==> src/rtl/tis_pkg.sv <==
package tis_pkg;

  typedef enum logic [1:0] {
    PH_RUN    = 2'd0,
    PH_DRAIN  = 2'd1,
    PH_REFILL = 2'd2
  } phase_e;

  typedef struct packed {
    logic coarse;     // switch-on-event policy in force
    logic loadGrant;  // capture arbiter winner as last/active thread
  } ctrl_strobe_t;

endpackage

==> src/rtl/tis_dpath.sv <==
module tis_dpath
  import tis_pkg::*;
#(
  parameter int N     = 4,
  parameter int TID_W = $clog2(N)
) (
  input  logic             clk,
  input  logic             rstN,
  input  logic [N-1:0]     threadReady,
  input  logic [N-1:0]     longStall,
  input  logic [N-1:0]     memAccess,
  input  logic             switchOnMemEn,
  input  logic             preferEn,
  input  logic [TID_W-1:0] preferId,
  input  ctrl_strobe_t     strobe,
  output logic [TID_W-1:0] issueTid,
  output logic             grantValid,
  output logic             activeElig,
  output logic             activeEvent
);

  localparam logic [TID_W-1:0] LAST_TID = TID_W'(N - 1);

  logic [TID_W-1:0] lastTid;
  logic [TID_W-1:0] startTid;
  logic [TID_W-1:0] rrTid;
  logic [TID_W-1:0] grantTid;
  logic [N-1:0]     eligible;
  logic [N-1:0]     reqMask;
  logic             rrValid;
  logic             preferHit;

  assign eligible = threadReady & ~longStall;

  // Request mask: in switch-on-event mode the active thread is excluded,
  // since a switch must move to a different context.
  for (genvar t = 0; t < N; t++) begin : g_req
    assign reqMask[t] = eligible[t] & ~(strobe.coarse && (lastTid == TID_W'(t)));
  end

  assign startTid = (lastTid == LAST_TID) ? '0 : lastTid + 1'b1;

  // Rotating priority search, highest priority at startTid.
  always_comb begin
    rrValid = 1'b0;
    rrTid   = '0;
    for (int k = N - 1; k >= 0; k--) begin
      int unsigned idx;
      idx = int'(startTid) + k;
      if (idx >= N) idx = idx - N;
      if (reqMask[idx]) begin
        rrValid = 1'b1;
        rrTid   = TID_W'(idx);
      end
    end
  end

  assign preferHit  = preferEn && reqMask[preferId];
  assign grantTid   = preferHit ? preferId : rrTid;
  assign grantValid = rrValid;

  assign activeElig  = eligible[lastTid];
  assign activeEvent = longStall[lastTid] | (switchOnMemEn & memAccess[lastTid]);

  assign issueTid = strobe.coarse ? lastTid : grantTid;

  always_ff @(posedge clk) begin
    if (!rstN) begin
      lastTid <= LAST_TID;
    end else if (strobe.loadGrant) begin
      lastTid <= grantTid;
    end
  end

endmodule

==> src/rtl/tis_ctrl.sv <==
module tis_ctrl
  import tis_pkg::*;
#(
  parameter int REFILL_CYC = 5
) (
  input  logic         clk,
  input  logic         rstN,
  input  logic         modeCoarse,
  input  logic         pipeEmpty,
  input  logic         grantValid,
  input  logic         activeElig,
  input  logic         activeEvent,
  output ctrl_strobe_t strobe,
  output logic         issueValid,
  output logic         flushReq,
  output logic         modeCur
);

  localparam int CNT_W = $clog2(REFILL_CYC + 1);
  localparam logic [CNT_W-1:0] CNT_END = CNT_W'(REFILL_CYC - 1);

  phase_e           phase;
  logic [CNT_W-1:0] refillCnt;
  logic             modeQ;
  logic             switchNow;
  logic             modeLoad;

  always_comb begin
    switchNow        = modeQ && (phase == PH_RUN) && activeEvent && grantValid;
    modeLoad         = (phase == PH_RUN) && !switchNow && pipeEmpty && (modeCoarse != modeQ);
    strobe.coarse    = modeQ;
    strobe.loadGrant = modeQ ? switchNow : grantValid;
    issueValid       = modeQ ? ((phase == PH_RUN) && activeElig && !switchNow) : grantValid;
    flushReq         = switchNow || ((phase == PH_DRAIN) && !pipeEmpty);
  end

  assign modeCur = modeQ;

  always_ff @(posedge clk) begin
    if (!rstN) begin
      phase     <= PH_RUN;
      refillCnt <= '0;
      modeQ     <= 1'b0;
    end else begin
      if (modeLoad) modeQ <= modeCoarse;
      unique case (phase)
        PH_RUN: begin
          if (switchNow) begin
            phase     <= PH_DRAIN;
            refillCnt <= '0;
          end
        end
        PH_DRAIN: begin
          if (pipeEmpty) begin
            phase     <= PH_REFILL;
            refillCnt <= '0;
          end
        end
        PH_REFILL: begin
          if (refillCnt == CNT_END) phase <= PH_RUN;
          else refillCnt <= refillCnt + 1'b1;
        end
        default: phase <= PH_RUN;
      endcase
    end
  end

endmodule

==> src/rtl/thread_issue_sel.sv <==
module thread_issue_sel
  import tis_pkg::*;
#(
  parameter int N          = 4,
  parameter int REFILL_CYC = 5
) (
  input  logic                 clk,
  input  logic                 rstN,
  input  logic [N-1:0]         threadReady,
  input  logic [N-1:0]         longStall,
  input  logic [N-1:0]         memAccess,
  input  logic                 switchOnMemEn,
  input  logic                 modeCoarse,
  input  logic                 preferEn,
  input  logic [$clog2(N)-1:0] preferId,
  input  logic                 pipeEmpty,
  output logic [$clog2(N)-1:0] issueTid,
  output logic                 issueValid,
  output logic                 flushReq,
  output logic                 modeCur
);

  localparam int TID_W = $clog2(N);

  ctrl_strobe_t strobe;
  logic         grantValid;
  logic         activeElig;
  logic         activeEvent;

  tis_dpath #(.N(N), .TID_W(TID_W)) u_dpath (
    .clk           (clk),
    .rstN          (rstN),
    .threadReady   (threadReady),
    .longStall     (longStall),
    .memAccess     (memAccess),
    .switchOnMemEn (switchOnMemEn),
    .preferEn      (preferEn),
    .preferId      (preferId),
    .strobe        (strobe),
    .issueTid      (issueTid),
    .grantValid    (grantValid),
    .activeElig    (activeElig),
    .activeEvent   (activeEvent)
  );

  tis_ctrl #(.REFILL_CYC(REFILL_CYC)) u_ctrl (
    .clk         (clk),
    .rstN        (rstN),
    .modeCoarse  (modeCoarse),
    .pipeEmpty   (pipeEmpty),
    .grantValid  (grantValid),
    .activeElig  (activeElig),
    .activeEvent (activeEvent),
    .strobe      (strobe),
    .issueValid  (issueValid),
    .flushReq    (flushReq),
    .modeCur     (modeCur)
  );

endmodule

==> config.mk <==
export PLATFORM = sky130hd
export DESIGN_NAME = thread_issue_sel
export DESIGN_NICKNAME = d
export VERILOG_FILES = /design/src/rtl/tis_pkg.sv /design/src/rtl/tis_dpath.sv /design/src/rtl/tis_ctrl.sv /design/src/rtl/thread_issue_sel.sv
export SDC_FILE = /design/constraint.sdc
export NUM_CORES = 1
export LEC_CHECK = 0
export BUFFER_PORTS_ARGS = -buffer_cell sky130_fd_sc_hd__buf_2
export CORE_ASPECT_RATIO = 1.4
export CORE_UTILIZATION = 45
export CTS_BUF_LIST = sky130_fd_sc_hd__clkbuf_4
export CTS_CLUSTER_SIZE = 12
export DETAILED_ROUTE_END_ITERATION = 8
export PLACE_DENSITY = 0.75
export SLEW_MARGIN = 20
export SYNTH_ARGS = -nofsm -noshare
export SYNTH_HDL_FRONTEND = slang
export SYNTH_SLANG_ARGS = --single-unit
==> constraint.sdc <==
create_clock -name clk -period 2.1 [get_ports clk]
set_input_delay 0.315 -clock clk [delete_from_list [all_inputs] [get_ports clk]]
set_output_delay 0.315 -clock clk [all_outputs]
set_load 0.01 [all_outputs]
==> results.md <==
Drt:
- The detailed-route wire length per cell is between 15 and 20 µm.
- The DRC violations left is 0.
- For this run, the detailed router's first-pass iteration total came to 4.
- The number of nets with antenna violations after detailed routing is 0.
- After the first detailed-routing iteration, the DRC count stood at 25.
- In the routed layout, each cell is associated on average with a via count of roughly 5.7.
- Detailed routing inserted a total of 1024 vias.
- After detailed routing, the total wire length is about 2800 µm.

Cells and area:
- Compared with the post-synthesis result, the final layout area differs by 62.7%.
- Once layout is complete, the utilization of the core stands at 77.5%.
- The cell area after layout is 0.00134 mm².
- The final antenna diode count is 0.
- The final layout contains ~190 nets.
- Once layout is complete, the cells apart from fillers number 180.
- The layout cell share with drive strength beyond 1 is a little under three fifths.

Clock network:
- Clock-pin slew was measured on the worst setup and hold paths at approximately 0.07 ns.
- The master cell of the clock root buffer is sky130_fd_sc_hd__clkbuf_4.
- In this run the number of H-tree levels came out at 1.
- The later-pin clock latency in the skew report is 0.26 ns.
- The hold buffer count at CTS is 0.
- The TritonCTS clock tree is yes.
- Counting every sink on the clock net gives 8.
- The total clock buffers created by CTS is 3.
- The maximum buffer depth of the clock tree is 2.

Critical path:
- For the worst setup path, the data required time is around 1.8 ns.
- The length in cells of the worst reg-to-reg path is 7.
- The critical path buffer and inverter count is 1.
- Of all nets on the critical path, the largest fanout is 5.
- In this run the number of cells on the critical path is 8.
- The cell that appears most often on the critical path is sky130_fd_sc_hd__mux2_4.
- The startpoint class of the critical path is a flop.
- The start point of the critical path is u_dpath.lastTid[0].
- Data on the critical path arrives at its endpoint at around 2.1 ns.
- The slowest stage of the critical path belongs to the cell sky130_fd_sc_hd__dfxtp_4.
- The worst register-to-register path begins at u_dpath.lastTid[1].
- The signal on the critical path passes through ha_4 -> nand2_1 -> nand3_1 -> a21oi_2 -> nor2_2 -> mux2_4 -> mux2_4 -> buf_6.
- The delay of the slowest critical-path stage is between 0.3 and 0.4 ns.
- STA classifies the critical path endpoint as a primary output.
- The category of the critical setup timing path is flop to primary output.
- The critical path's top delay family is multiplexers.

Die:
- The floorplan step set the die width to approximately 38 µm.
- The floorplan step defined a die boundary enclosing between 0.002 and 0.0025 mm².
- The core area is 0.00173 mm².
- The initial core utilization is between 40% and 50%.
- The number of placed I/O pins is 25.
- The floorplan has 18 rows.
- The vertical die dimension is 52.7 µm.

Timing:
- The shortest period the worst path allows is 2.37 ns.
- The worst setup slack after layout is -0.267 ns.
- Hold is met by a little over 0.3 ns.
- The hold violation total from the final report came to 0.
- For this run, the top clock speed supported by timing is roughly 0.42 GHz.
- Setup repair after global routing could not meet its margin everywhere.
- After layout, the worst path uses 113% of the clock period.
- In this run the tightest slew margin relative to its limit is approximately four fifths.
- The setup skew after layout is ~0.016 ns.
- The max-slew violation count is 0.
- The transition time at the pin with the least slew margin is between 0.2 and 0.3 ns.
- The final number of setup-violating endpoints is 4.

Synthesis:
- The dominant synthesized flop cell is sky130_fd_sc_hd__dfxtp_1.
- The count of different cell masters after synthesis is 37.
- The synthesized design spends more area on one cell type than any other, namely sky130_fd_sc_hd__dfxtp_1.
- Summing the sequential cell areas from Yosys gives about a fifth of the chip area.
- The flop and latch count out of synthesis is 8.
- The top-area cell type share of the netlist area is 19.4%.
- The post-synthesis area per instance is ~7.6 µm².
- During synthesis, Yosys emitted a total of 0 warnings.
- The net count after synthesis is roughly 140.
- In the synthesized netlist the async set-or-reset flop fraction comes to 0%.
- After synthesis the cells add up to around 830 µm².
- In the post-synthesis netlist, the biggest area contributors are sky130_fd_sc_hd__dfxtp_1 (19%), sky130_fd_sc_hd__ha_1 (9.1%), sky130_fd_sc_hd__nand2_1 (6.8%).
- Counting flops with a built-in enable in the synthesized netlist gives 0.
- The synthesized instance count is ~110.

Global route:
- The total overflow left after global routing is 0.
- The number of global-route vias before repair is ~1100.
- Global routing used around 29% of the available tracks across all layers.
- The maximum number of pins on one net before global-route repair is 8.
- The first global-routing pass estimated approximately 4200 µm of wire.
- The number of antenna violations at the first check in global routing was 0.

Pwr:
- The power per unit of standard cell area is ~560 mW/mm².
- VDD sags by at most between 0.4 and 0.5 mV.
- For this design the static power due to leakage is roughly 0.64 nW.

Placement:
- Detailed placement ended at an HPWL of roughly 1900 µm.
- Counting tap cells, the placed design contains a total of ~170 instances.
- Before CTS, the worst setup slack after placement is -0.166 ns.
- The placed instances occupy a cell area of 0.00111 mm².
- The final estimated routing congestion in global placement is 0.892.
- The count of buffers from port buffering is 24.

Hold path:
- The type of the most critical hold path is input port to flop.
- In this run the most critical hold path is launched from modeCoarse.
- Along the worst hold path, the cell count comes to 2.

Outcome:
- The run finished, with violations left.
- The final reports fail on negative setup slack.

Run:
- The number of max-capacitance violations reported is 0.
[final timing paths]
check / to / slack [ns]
min reg2reg: u_ctrl.refillCnt[1] / 0.50
max: issueTid[1] / -0.27
min: u_ctrl.modeCur / 0.30
max reg2reg: u_ctrl.refillCnt[1] / 0.19
[cells in the final DEF (no fill, tap or decap), drive strengths merged, types with 2 or more instances in the layout]
cell,netlist,final
nand2b,2,2
a311oi,2,2
nand2,16,16
nor2,12,12
nor2b,2,2
o22ai,3,3
nor3,5,5
mux4,2,2
mux2,2,2
buf,1,49
nand3b,3,3
inv,8,8
ha,6,6
and2,2,2
o21ai,3,3
nand3,4,4
dfxtp,8,8
o21bai,2,2
a21oi,11,11
clkbuf,0,3
and2b,4,4
[layout make-up]
class | instances | area, µm²
Inverter | 8 | 35.0
Tap cell | 20 | 25.0
Sequential cell | 8 | 169
Clock buffer | 3 | 22.5
Timing Repair Buffer | 49 | 314
Fill cell | 127 | 390
Multi-Input combinational cell | 92 | 778
[flip-flops by register name, indices dropped and copies added (netlist names)]
signal / flops
u_ctrl.refillCnt: 3
u_ctrl.modeCur: 1
u_ctrl.phase: 2
u_dpath.lastTid: 2
[power breakdown]
part           internal [W]  switching (W)  leakage (nW)
registers          0.000166      0.0000259        0.0658
logic              0.000237       0.000203         0.557
clock network     0.0000657      0.0000593        0.0138
[metal layers]
| metal | vias to the layer above | share of wire, % | global-route usage (%) |
|---|---|---|---|
| met4 | 0 | 2.8 | 16.7 |
| met1 | 489 | 36 | 25.6 |
| li1 | 497 | - | - |
| met3 | 12 | 2.6 | 4.26 |
| met5 | - | 0 | 0 |
| met2 | 26 | 59 | 58.2 |
[worst register-to-register path, delay by kind of cell (launching register included)]
kind            cells  cell delay, ns
compound gates      2            0.40
mux                 1            0.53
simple gates        2            0.21
flops               1            0.40
buf+inv             2            0.31
[synth_stat cells (all sizes together) (3+ instances only)]
cell type	n
o21ai	3
nand3	4
nand2	16
o22ai	3
nand3b	3
dfxtp	8
nor2	12
inv	8
a21oi	11
ha	6
nor3	5
and2b	4
[kinds of logic (layout without fill, tap and decap cells)]
family	Yosys count	after routing	synth area share [%]
mux	5	5	9.39
flops	8	8	19.4
simple gates	53	53	34.2
compound gates	28	28	22.9
fa+ha+maj	6	6	9.09
buf+inv	9	60	5.00
[timing repair]
item,4_1_cts,5_1_grt
buffers inserted,3,3
endpoints found under the hold margin,0,0
resized for setup,35,7
pin swaps,12,10
endpoints found under the setup margin,5,4
[through the flow]
step	TNS (ns)	power, W
2_1_floorplan	0	0.000347
6_report	-0.813	0.000758
5_1_grt	-1.16	0.000803
3_3_place_gp	-0.170	0.000487
3_5_place_dp	-0.285	0.000490
4_1_cts	-0.686	0.000707
Power figures use the tool's default switching activity.
